==> config.mk <==
export PLATFORM = sky130hd
export DESIGN_NAME = qenc_speed_sampler
export DESIGN_NICKNAME = d
export VERILOG_FILES = /design/src/rtl/qenc_pkg.sv /design/src/rtl/qenc_sync.sv /design/src/rtl/qenc_decoder.sv /design/src/rtl/qenc_window.sv /design/src/rtl/qenc_readport.sv /design/src/rtl/qenc_speed_sampler.sv
export SDC_FILE = /design/constraint.sdc
export NUM_CORES = 1
export LEC_CHECK = 0
export BUFFER_PORTS_ARGS = -buffer_cell sky130_fd_sc_hd__buf_2
export CAP_MARGIN = 0
export CORE_ASPECT_RATIO = 1.75
export CORE_MARGIN = 3
export CORE_UTILIZATION = 32
export DETAILED_ROUTE_END_ITERATION = 6
export GPL_ROUTABILITY_DRIVEN = 0
export PLACE_DENSITY_LB_ADDON = 0.25
export SETUP_SLACK_MARGIN = 0.05
export SLEW_MARGIN = 5
export SYNTH_ARGS = -nofsm -noshare
export SYNTH_HDL_FRONTEND = slang
export SYNTH_SLANG_ARGS = --single-unit
==> constraint.sdc <==
create_clock -name clk -period 16.44 [get_ports clk]
set_input_delay 3.288 -clock clk [delete_from_list [all_inputs] [get_ports clk]]
set_output_delay 3.288 -clock clk [all_outputs]
set_load 0.05 [all_outputs]
==> src/rtl/qenc_pkg.sv <==
package qenc_pkg;

    // Phase level of the retimed {A,B} pair; value equals position on the forward ring.
    typedef enum logic [1:0] {
        PH_00 = 2'd0,
        PH_10 = 2'd1,
        PH_11 = 2'd2,
        PH_01 = 2'd3
    } phase_e;

    // Transition taken by the decoder in one cycle.
    typedef enum logic [1:0] {
        STEP_HOLD = 2'd0,
        STEP_FWD  = 2'd1,
        STEP_REV  = 2'd2,
        STEP_SKIP = 2'd3
    } step_e;

    function automatic phase_e phase_of(input logic a, input logic b);
        phase_e p;
        unique case ({a, b})
            2'b00:   p = PH_00;
            2'b10:   p = PH_10;
            2'b11:   p = PH_11;
            default: p = PH_01;
        endcase
        return p;
    endfunction

endpackage

==> src/rtl/qenc_sync.sv <==
module qenc_sync #(
    parameter int WIDTH  = 2,
    parameter int STAGES = 2
) (
    input  logic             clk,
    input  logic             rst,
    input  logic [WIDTH-1:0] din,
    output logic [WIDTH-1:0] dout
);

    logic [WIDTH-1:0] pipe_q [STAGES];

    generate
        for (genvar s = 0; s < STAGES; s++) begin : g_stage
            if (s == 0) begin : g_first
                always_ff @(posedge clk) begin
                    if (rst) pipe_q[s] <= '0;
                    else     pipe_q[s] <= din;
                end
            end else begin : g_next
                always_ff @(posedge clk) begin
                    if (rst) pipe_q[s] <= '0;
                    else     pipe_q[s] <= pipe_q[s-1];
                end
            end
        end
    endgenerate

    assign dout = pipe_q[STAGES-1];

    // the output only ever repeats what the previous stage held a cycle earlier
    p_sync_shift_r12: assert property (@(posedge clk) disable iff (rst)
        1'b1 |=> (dout == $past(pipe_q[STAGES-2 < 0 ? 0 : STAGES-2])) || (STAGES < 2));

endmodule

==> src/rtl/qenc_decoder.sv <==
module qenc_decoder
    import qenc_pkg::*;
(
    input  logic clk,
    input  logic rst,
    input  logic ph_a,
    input  logic ph_b,
    output logic cnt_up,
    output logic cnt_dn
);

    phase_e phase_q;
    phase_e phase_now;
    step_e  step;

    assign phase_now = phase_of(ph_a, ph_b);

    // State register: always follows the retimed level, including after a skip.
    always_ff @(posedge clk) begin
        if (rst) phase_q <= PH_00;
        else     phase_q <= phase_now;
    end

    // Output process: classify the move from the held state to the present level.
    always_comb begin
        step = STEP_HOLD;
        unique case (phase_q)
            PH_00: begin
                if      (phase_now == PH_10) step = STEP_FWD;
                else if (phase_now == PH_01) step = STEP_REV;
                else if (phase_now == PH_11) step = STEP_SKIP;
                else                         step = STEP_HOLD;
            end
            PH_10: begin
                if      (phase_now == PH_11) step = STEP_FWD;
                else if (phase_now == PH_00) step = STEP_REV;
                else if (phase_now == PH_01) step = STEP_SKIP;
                else                         step = STEP_HOLD;
            end
            PH_11: begin
                if      (phase_now == PH_01) step = STEP_FWD;
                else if (phase_now == PH_10) step = STEP_REV;
                else if (phase_now == PH_00) step = STEP_SKIP;
                else                         step = STEP_HOLD;
            end
            PH_01: begin
                if      (phase_now == PH_00) step = STEP_FWD;
                else if (phase_now == PH_11) step = STEP_REV;
                else if (phase_now == PH_10) step = STEP_SKIP;
                else                         step = STEP_HOLD;
            end
            default: step = STEP_HOLD;
        endcase
    end

    assign cnt_up = (step == STEP_FWD);
    assign cnt_dn = (step == STEP_REV);

    // a change of both phases between two cycles never produces a count
    p_skip_ignored_r4: assert property (@(posedge clk) disable iff (rst)
        (($past(ph_a) != ph_a) && ($past(ph_b) != ph_b)) |-> !(cnt_up || cnt_dn));

    // a forward count follows a change of exactly one phase
    p_fwd_single_r2: assert property (@(posedge clk) disable iff (rst)
        cnt_up |-> (($past(ph_a) != ph_a) != ($past(ph_b) != ph_b)));

    // a reverse count follows a change of exactly one phase
    p_rev_single_r3: assert property (@(posedge clk) disable iff (rst)
        cnt_dn |-> (($past(ph_a) != ph_a) != ($past(ph_b) != ph_b)));

endmodule

==> src/rtl/qenc_window.sv <==
module qenc_window #(
    parameter int WINDOW_CYCLES = 125000,
    parameter int MAG_W         = 12
) (
    input  logic           clk,
    input  logic           rst,
    input  logic           cnt_up,
    input  logic           cnt_dn,
    output logic           win_tick,
    output logic [MAG_W:0] speed_word
);

    localparam int CNT_W = (WINDOW_CYCLES > 1) ? $clog2(WINDOW_CYCLES) : 1;
    localparam logic [CNT_W-1:0] LAST_CNT = CNT_W'(WINDOW_CYCLES - 1);
    localparam int ACC_W = MAG_W + 2;
    localparam logic signed [ACC_W-1:0] POS_LIM = ACC_W'((64'd1 << MAG_W) - 64'd1);
    localparam logic signed [ACC_W-1:0] NEG_LIM = -POS_LIM;

    logic [CNT_W-1:0]        wcnt_q;
    logic signed [ACC_W-1:0] acc_q;
    logic signed [ACC_W-1:0] step_val;
    logic signed [ACC_W-1:0] sum;
    logic signed [ACC_W-1:0] clamped;
    logic [MAG_W-1:0]        mag;
    logic                    neg;
    logic [MAG_W:0]          word_q;

    assign win_tick = (wcnt_q == LAST_CNT);

    always_comb begin
        if (cnt_up)      step_val = ACC_W'(1);
        else if (cnt_dn) step_val = -ACC_W'(1);
        else             step_val = '0;
        sum = acc_q + step_val;
        if (sum > POS_LIM)      clamped = POS_LIM;
        else if (sum < NEG_LIM) clamped = NEG_LIM;
        else                    clamped = sum;
        neg = clamped[ACC_W-1];
        mag = neg ? MAG_W'(-clamped) : MAG_W'(clamped);
    end

    always_ff @(posedge clk) begin
        if (rst) begin
            wcnt_q <= '0;
            acc_q  <= '0;
            word_q <= '0;
        end else if (win_tick) begin
            wcnt_q <= '0;
            acc_q  <= '0;
            word_q <= {neg, mag};
        end else begin
            wcnt_q <= wcnt_q + CNT_W'(1);
            acc_q  <= clamped;
        end
    end

    assign speed_word = word_q;

    // the running sum restarts from zero right after a window closes
    p_restart_r6: assert property (@(posedge clk) disable iff (rst)
        win_tick |=> (acc_q == '0));

    // the running sum never leaves the representable magnitude range
    p_no_overflow_r7: assert property (@(posedge clk) disable iff (rst)
        (acc_q <= POS_LIM) && (acc_q >= NEG_LIM));

    // the held word changes only on a window close
    p_word_stable_r5: assert property (@(posedge clk) disable iff (rst)
        !win_tick |=> $stable(speed_word));

    // window closes are never back to back
    p_tick_spacing_r5: assert property (@(posedge clk) disable iff (rst)
        win_tick |=> !win_tick);

    // a zero magnitude never carries the negative sign
    p_zero_positive_r8: assert property (@(posedge clk) disable iff (rst)
        (speed_word[MAG_W-1:0] == '0) |-> !speed_word[MAG_W]);

endmodule

==> src/rtl/qenc_readport.sv <==
module qenc_readport #(
    parameter int DATA_W = 32,
    parameter int ADDR_W = 2,
    parameter int SPD_W  = 13
) (
    input  logic              clk,
    input  logic              rst,
    input  logic              win_tick,
    input  logic [SPD_W-1:0]  speed_word,
    input  logic [ADDR_W-1:0] address,
    input  logic              read,
    output logic [DATA_W-1:0] readdata
);

    localparam logic [ADDR_W-1:0] ADDR_SPEED  = ADDR_W'(0);
    localparam logic [ADDR_W-1:0] ADDR_STATUS = ADDR_W'(1);

    logic              fresh_q;
    logic [DATA_W-1:0] rd_d;
    logic [DATA_W-1:0] rd_q;
    logic              clr_req;

    assign clr_req = read && (address == ADDR_SPEED);

    always_comb begin
        rd_d = '0;
        if (read) begin
            if (address == ADDR_SPEED)       rd_d[SPD_W-1:0] = speed_word;
            else if (address == ADDR_STATUS) rd_d[0]         = fresh_q;
        end
    end

    always_ff @(posedge clk) begin
        if (rst) begin
            fresh_q <= 1'b0;
            rd_q    <= '0;
        end else begin
            rd_q <= rd_d;
            if (win_tick)     fresh_q <= 1'b1;
            else if (clr_req) fresh_q <= 1'b0;
        end
    end

    assign readdata = rd_q;

    // no read strobe, no data in the following cycle
    p_idle_zero_r9: assert property (@(posedge clk) disable iff (rst)
        !read |=> (readdata == '0));

    // a latch always leaves the fresh flag set
    p_fresh_set_r11: assert property (@(posedge clk) disable iff (rst)
        win_tick |=> fresh_q);

    // a speed read without a latch clears the flag
    p_fresh_clear_r11: assert property (@(posedge clk) disable iff (rst)
        (clr_req && !win_tick) |=> !fresh_q);

endmodule

==> src/rtl/qenc_speed_sampler.sv <==
module qenc_speed_sampler #(
    parameter int WINDOW_CYCLES = 125000,
    parameter int MAG_W         = 12,
    parameter int DATA_W        = 32,
    parameter int ADDR_W        = 2,
    parameter int SYNC_STAGES   = 2
) (
    input  logic              clk,
    input  logic              rst,
    input  logic              enc_a,
    input  logic              enc_b,
    input  logic [ADDR_W-1:0] address,
    input  logic              read,
    output logic [DATA_W-1:0] readdata
);

    localparam int SPD_W = MAG_W + 1;

    logic [1:0]       ph_sync;
    logic             cnt_up;
    logic             cnt_dn;
    logic             win_tick;
    logic [SPD_W-1:0] speed_word;

    qenc_sync #(
        .WIDTH  (2),
        .STAGES (SYNC_STAGES)
    ) u_sync (
        .clk  (clk),
        .rst  (rst),
        .din  ({enc_a, enc_b}),
        .dout (ph_sync)
    );

    qenc_decoder u_dec (
        .clk    (clk),
        .rst    (rst),
        .ph_a   (ph_sync[1]),
        .ph_b   (ph_sync[0]),
        .cnt_up (cnt_up),
        .cnt_dn (cnt_dn)
    );

    qenc_window #(
        .WINDOW_CYCLES (WINDOW_CYCLES),
        .MAG_W         (MAG_W)
    ) u_win (
        .clk        (clk),
        .rst        (rst),
        .cnt_up     (cnt_up),
        .cnt_dn     (cnt_dn),
        .win_tick   (win_tick),
        .speed_word (speed_word)
    );

    qenc_readport #(
        .DATA_W (DATA_W),
        .ADDR_W (ADDR_W),
        .SPD_W  (SPD_W)
    ) u_port (
        .clk        (clk),
        .rst        (rst),
        .win_tick   (win_tick),
        .speed_word (speed_word),
        .address    (address),
        .read       (read),
        .readdata   (readdata)
    );

    // a read strobe never coincides with a count being dropped or altered
    p_read_no_disturb_r10: assert property (@(posedge clk) disable iff (rst)
        (read && !win_tick) |=> $stable(speed_word));

endmodule

# After elaboration in Yosys (flattened, before gate mapping)
# Memories as Yosys holds them, arrays and structs flattened.
# Index checks and enable logic that the tools add are counted.
# totals
input_bits,7
n_memories,1
elab_cells,67
out_inout_bits,32
reg_bits,79
mem_bits_rw,4
# classes
order_cmp,2
addsub,3
eq_ne,12
n_bitwise,4
muxes,28
n_reduce_logical,9
# mem_list
memory,words,word_bits,read_ports,rd_ports_with_merged_regs,write_ports,line,rtl
u_sync.pipe_q,2,2,2,0,2,qenc_sync.sv:11,logic [WIDTH-1:0] pipe_q [STAGES];
# op_table
cell,count
14-bit two-way mux,4
2-bit two-way mux,14
17-bit by 1-bit adder with 17-bit output (second input constant),1
17-bit == test (second input constant),1
14-bit adder,1
2-bit == test (second input constant),7
14-bit by 13-bit > comparator with 1-bit output (second input constant),1
14-bit by 13-bit < comparator with 1-bit output (second input constant),1
12-bit two-way mux,1
12-bit negator,1
2-bit by 1-bit == test with 1-bit output (second input constant),4
2-bit logical NOT,4
2-bit case mux with 4 select lines,1
1-bit two-way mux,7
2-bit case mux with 3 select lines,1
2-bit OR reduction,2
3-bit OR reduction,1
1-bit NOT,2
1-bit OR,2
2-bit nonzero test,1
1-bit logical AND,1

# Longest topological paths before layout
# An unclocked memory read counts as a cell.
# depth
ltp_word,17
mapped_depth,27
depth_no_buf,26

# Cells and area by module
# A second synthesis with hierarchy kept.
# hier_totals
cells_unflattened,436
hier_area_um2,3671.0
# by_module_without_submodules
mod,seq_area_each_um2,n_inst,cells_per_inst,area_each_um2
qenc_window,880.8,1,352,2797.7
qenc_readport,280.3,1,53,569.3
qenc_decoder,40.0,1,23,198.9
qenc_sync,80.1,1,8,105.1

# Worst setup path before layout
# Ideal clock, no wire load.
# synth_path
path_kind,flip-flop to flip-flop
start,memory u_sync.pipe_q[1][0]
end,register u_win.word_q[8] (netlist: u_win.speed_word[8])
setup_time_ns,0.091
synth_period_minus_slack_ns,5.411
path_slack_ns,11.029
required_ns,16.349
path_buffers,2
path_stages_with_launch,26
arrival_ns,5.320
cell_sequence,dfxtp_1 > inv_1 > ha_1 > nor2b_1 > a211oi_1 > a21oi_1 > xnor2_1 > ha_1 > ha_1 > a211o_1 > a21o_2 > a21oi_1 > xnor2_1 > or4_1 > a211oi_1 > a41o_1 > ha_1 > buf_1 > clkbuf_1 > nor3_1 > ha_1 > nand2_1 > nor4b_4 > nor2_2 > xor2_1 > a311oi_1
# synth_lines
item,line,rtl
"start, declared",qenc_sync.sv:11,
"end signal, assigned",qenc_window.sv:50,"word_q <= {neg, mag};"
"end, declared",qenc_window.sv:26,logic [MAG_W:0] word_q;

==> metrics.txt <==
outcome=finished, final reports clean; Initial Util=32.95%; Final #Nets=463; CTS tree=built; final slew viol count=0; DP Area=0.003807 mm2; max-cap viol count=0; Setup violations, final=0; DR WL/cell=14.06 um; crit path time final=6682 ps; Max Root-Sink Buffers=2; placed wire-length estimate=6.055 mm; Seq/Total Area, Yosys=between 30% and 40%; mapped cell area=0.003701 mm2; PwrDens=approximately 180 mW/mm2; worst clock skew=12.63 ps; number of flops mapped to enable cells by yosys=0; final hold violation count=0; Post-Place Cells=556; Area Overhead vs Synth=10.62%; H-tree depth=3; Setup Crit Path Kind=reg -> reg; CP Launch Type=register; pin count of the biggest net entering global routing=31; Syn. warnings=0; Core ar.=0.01123 mm2; worst skew pair latency=330 ps; critical path capture point type=register; Hold Buf Count CTS=0; cts bufs inserted=9; root cell of the clock tree=clkbuf_16; Cells after Synth=between 400 and 500; worst path bufs/invs=1; Worst Hold Class=reg -> reg; All-Layer GR Usage=between 10% and 20%; Synth Flop Type=dfxtp_1; fin crit share=between 40% and 50%; RSZ-0062 raised after global routing=false; die height=148.3 um; setup bufs post-CTS=0; chip width=between 80 and 90 um; Port Buffers=19; Synth area leader=dfxtp_1; FF+latch count, synth=64; R2R Setup Slk=9760 ps; Final Instance Count excl. Fillers=572; critical path cell sequence=inv_1 -> ha_1 -> nor2b_1 -> a211oi_1 -> a21oi_1 -> xnor2_1 -> ha_1 -> ha_1 -> a21oi_1 -> nand2_1 -> nor3_1 -> a31oi_1 -> or4_1 -> a211oi_1 -> a41o_1 -> ha_1 -> or4b_1 -> a21oi_1 -> nor4_4 -> o211a_1 -> and4_1 -> a311oi_2 -> xor2_1 -> o22ai_1; dominant cells by area after synthesis=dfxtp_1 (35%), ha_1 (6.8%), nor2_1 (6.1%), xnor2_1 (4.3%), buf_4 (4.1%); first-pass iteration count of the detailed router=4; initial antenna violation count=0; vias post-DR=just under 3k; post-synth top area share=34.62%; Critical Path Slowest Stage Cell=ha_1; Async S/R FF share, synth=0%; Rows=51; cell repeated most along the worst path=ha_1; Clk pin slew, worst setup/hold paths=50 ps; io pins=39; Worst path top cell family by delay=compound AO/OA/AOI/OAI gates; Post-CTS Resized=0; Die ar.=roughly 0.013 mm2; share of layout cells above drive strength 1=12.27%; smallest hold slack=between 400 and 500 ps; CP Data Arrival Time=around 7000 ps; aggregate negative setup slack=0 ps; vias in the first global route=2881; CTS sink count=64; design area=0.004094 mm2; Tightest Pin Transition=729.6 ps; vias per std cell=5.161; Required @ worst endpoint=roughly 17000 ps; Worst path max stage delay=650 ps; first-pass GRT wire length=13.63 mm; Avg Inst Size Synth=approximately 8.7 um2; Fmax=149.7 MHz; Rel. slew slack=around half; Distinct cells, synth=between 60 and 70; WL final=8.044 mm; overall power=approximately 0.74 mW; n_diodes=0; peak supply drop=85.73 uV; Remaining DRCs=0; aggregate global routing overflow=0; P_leak=1.724 nW; post-route ant nets=0; First DRT Iteration DRCs=139; crit-path max FO=22
path summary, 6_finish.rpt:
path	start	end	depth (start not counted)
setup reg to reg	u_sync.pipe_q[1][0]	u_win.speed_word[11]	24
hold / removal	u_sync.pipe_q[0][1]	u_sync.pipe_q[1][1]	1
setup / recovery	u_sync.pipe_q[1][0]	u_win.speed_word[11]	24
hold reg to reg	u_sync.pipe_q[0][1]	u_sync.pipe_q[1][1]	1
cells by family (layout without fill, tap and decap cells):
family | count (synthesis) | count (layout) | synth area share (%)
simple gates | 154 | 154 | 21.97
compound gates | 96 | 96 | 18.80
other cells | 1 | 19 | 0.1013
buf+inv | 49 | 47 | 7.302
fa+ha+maj | 21 | 21 | 7.302
xor+xnor | 33 | 33 | 7.809
flops | 64 | 64 | 34.62
mux | 6 | 6 | 2.096
where the power goes:
part / switching, mW / internal [mW]
Clock: 0.0646 / 0.114
Sequential: 0.00738 / 0.174
Combinational: 0.243 / 0.136
routing by layer:
layer,share of wire (%),track usage (%)
met4,3.4,6.682
met5,0,0
met3,3.1,2.162
met1,41,14.35
met2,53,23.68
cell usage after synthesis, types with 2 or more instances:
library cell and number:
and2_1 12, a211oi_1 7, a211o_1 2, xnor2_1 18
nor2_1 60, nor4b_1 2, nand2b_1 4, or3_1 5
xor2_1 15, mux2i_1 4, a21oi_1 23, clkbuf_1 13
dfxtp_1 64, buf_2 3, nand4_1 6, nand2_1 17
nor2b_1 10, inv_1 11, o21bai_1 4, a311oi_1 7
nand3_1 15, buf_4 20, a21boi_0 2, ha_1 20
o21ai_0 11, a21o_1 9, nor4_1 2, nor4_4 2
or3b_2 2, o211ai_1 2, a21oi_2 2, o211a_1 2
a31oi_1 7, o2bb2ai_1 2, nor3_1 7
flip-flops by register name (all words and copies together), names as in the netlist:
signal,flops
u_dec.phase_q,2
u_win.acc_q,14
u_sync.pipe_q,4
u_win.speed_word,13
u_win.wcnt_q,17
u_port.readdata,13
u_port.fresh_q,1
per-stage QoR:
step	util (%)	setup WS, ps
after floorplan	-	11030
after global placement	33.90	9921
after detailed placement	33.90	9770
after CTS	36.45	9780
after global routing	36.45	9335
final	36.45	9758
placed cells by master (no fill, tap or decap), drive strengths merged, types with 10 or more instances in the layout:
master,count
a21o,10
a21oi,25
and2,12
buf,20
clkbuf,14
conb,19
dfxtp,64
ha,20
inv,11
nand2,18
nand3,15
nor2,61
nor2b,10
o21ai,11
xnor2,18
xor2,15
final cells by class:
| cell class | count | area, um2 |
|---|---|---|
| clock inverter | 2 | 12.51 |
| tap | 132 | 165.2 |
| multi-input combinational | 329 | 2217 |
| timing repair buffer | 20 | 102.6 |
| inverter | 11 | 41.29 |
| clock buffer | 14 | 274.0 |
| fill | 1159 | 7137 |
| sequential | 64 | 1281 |
Power figures use the tool's default switching activity.
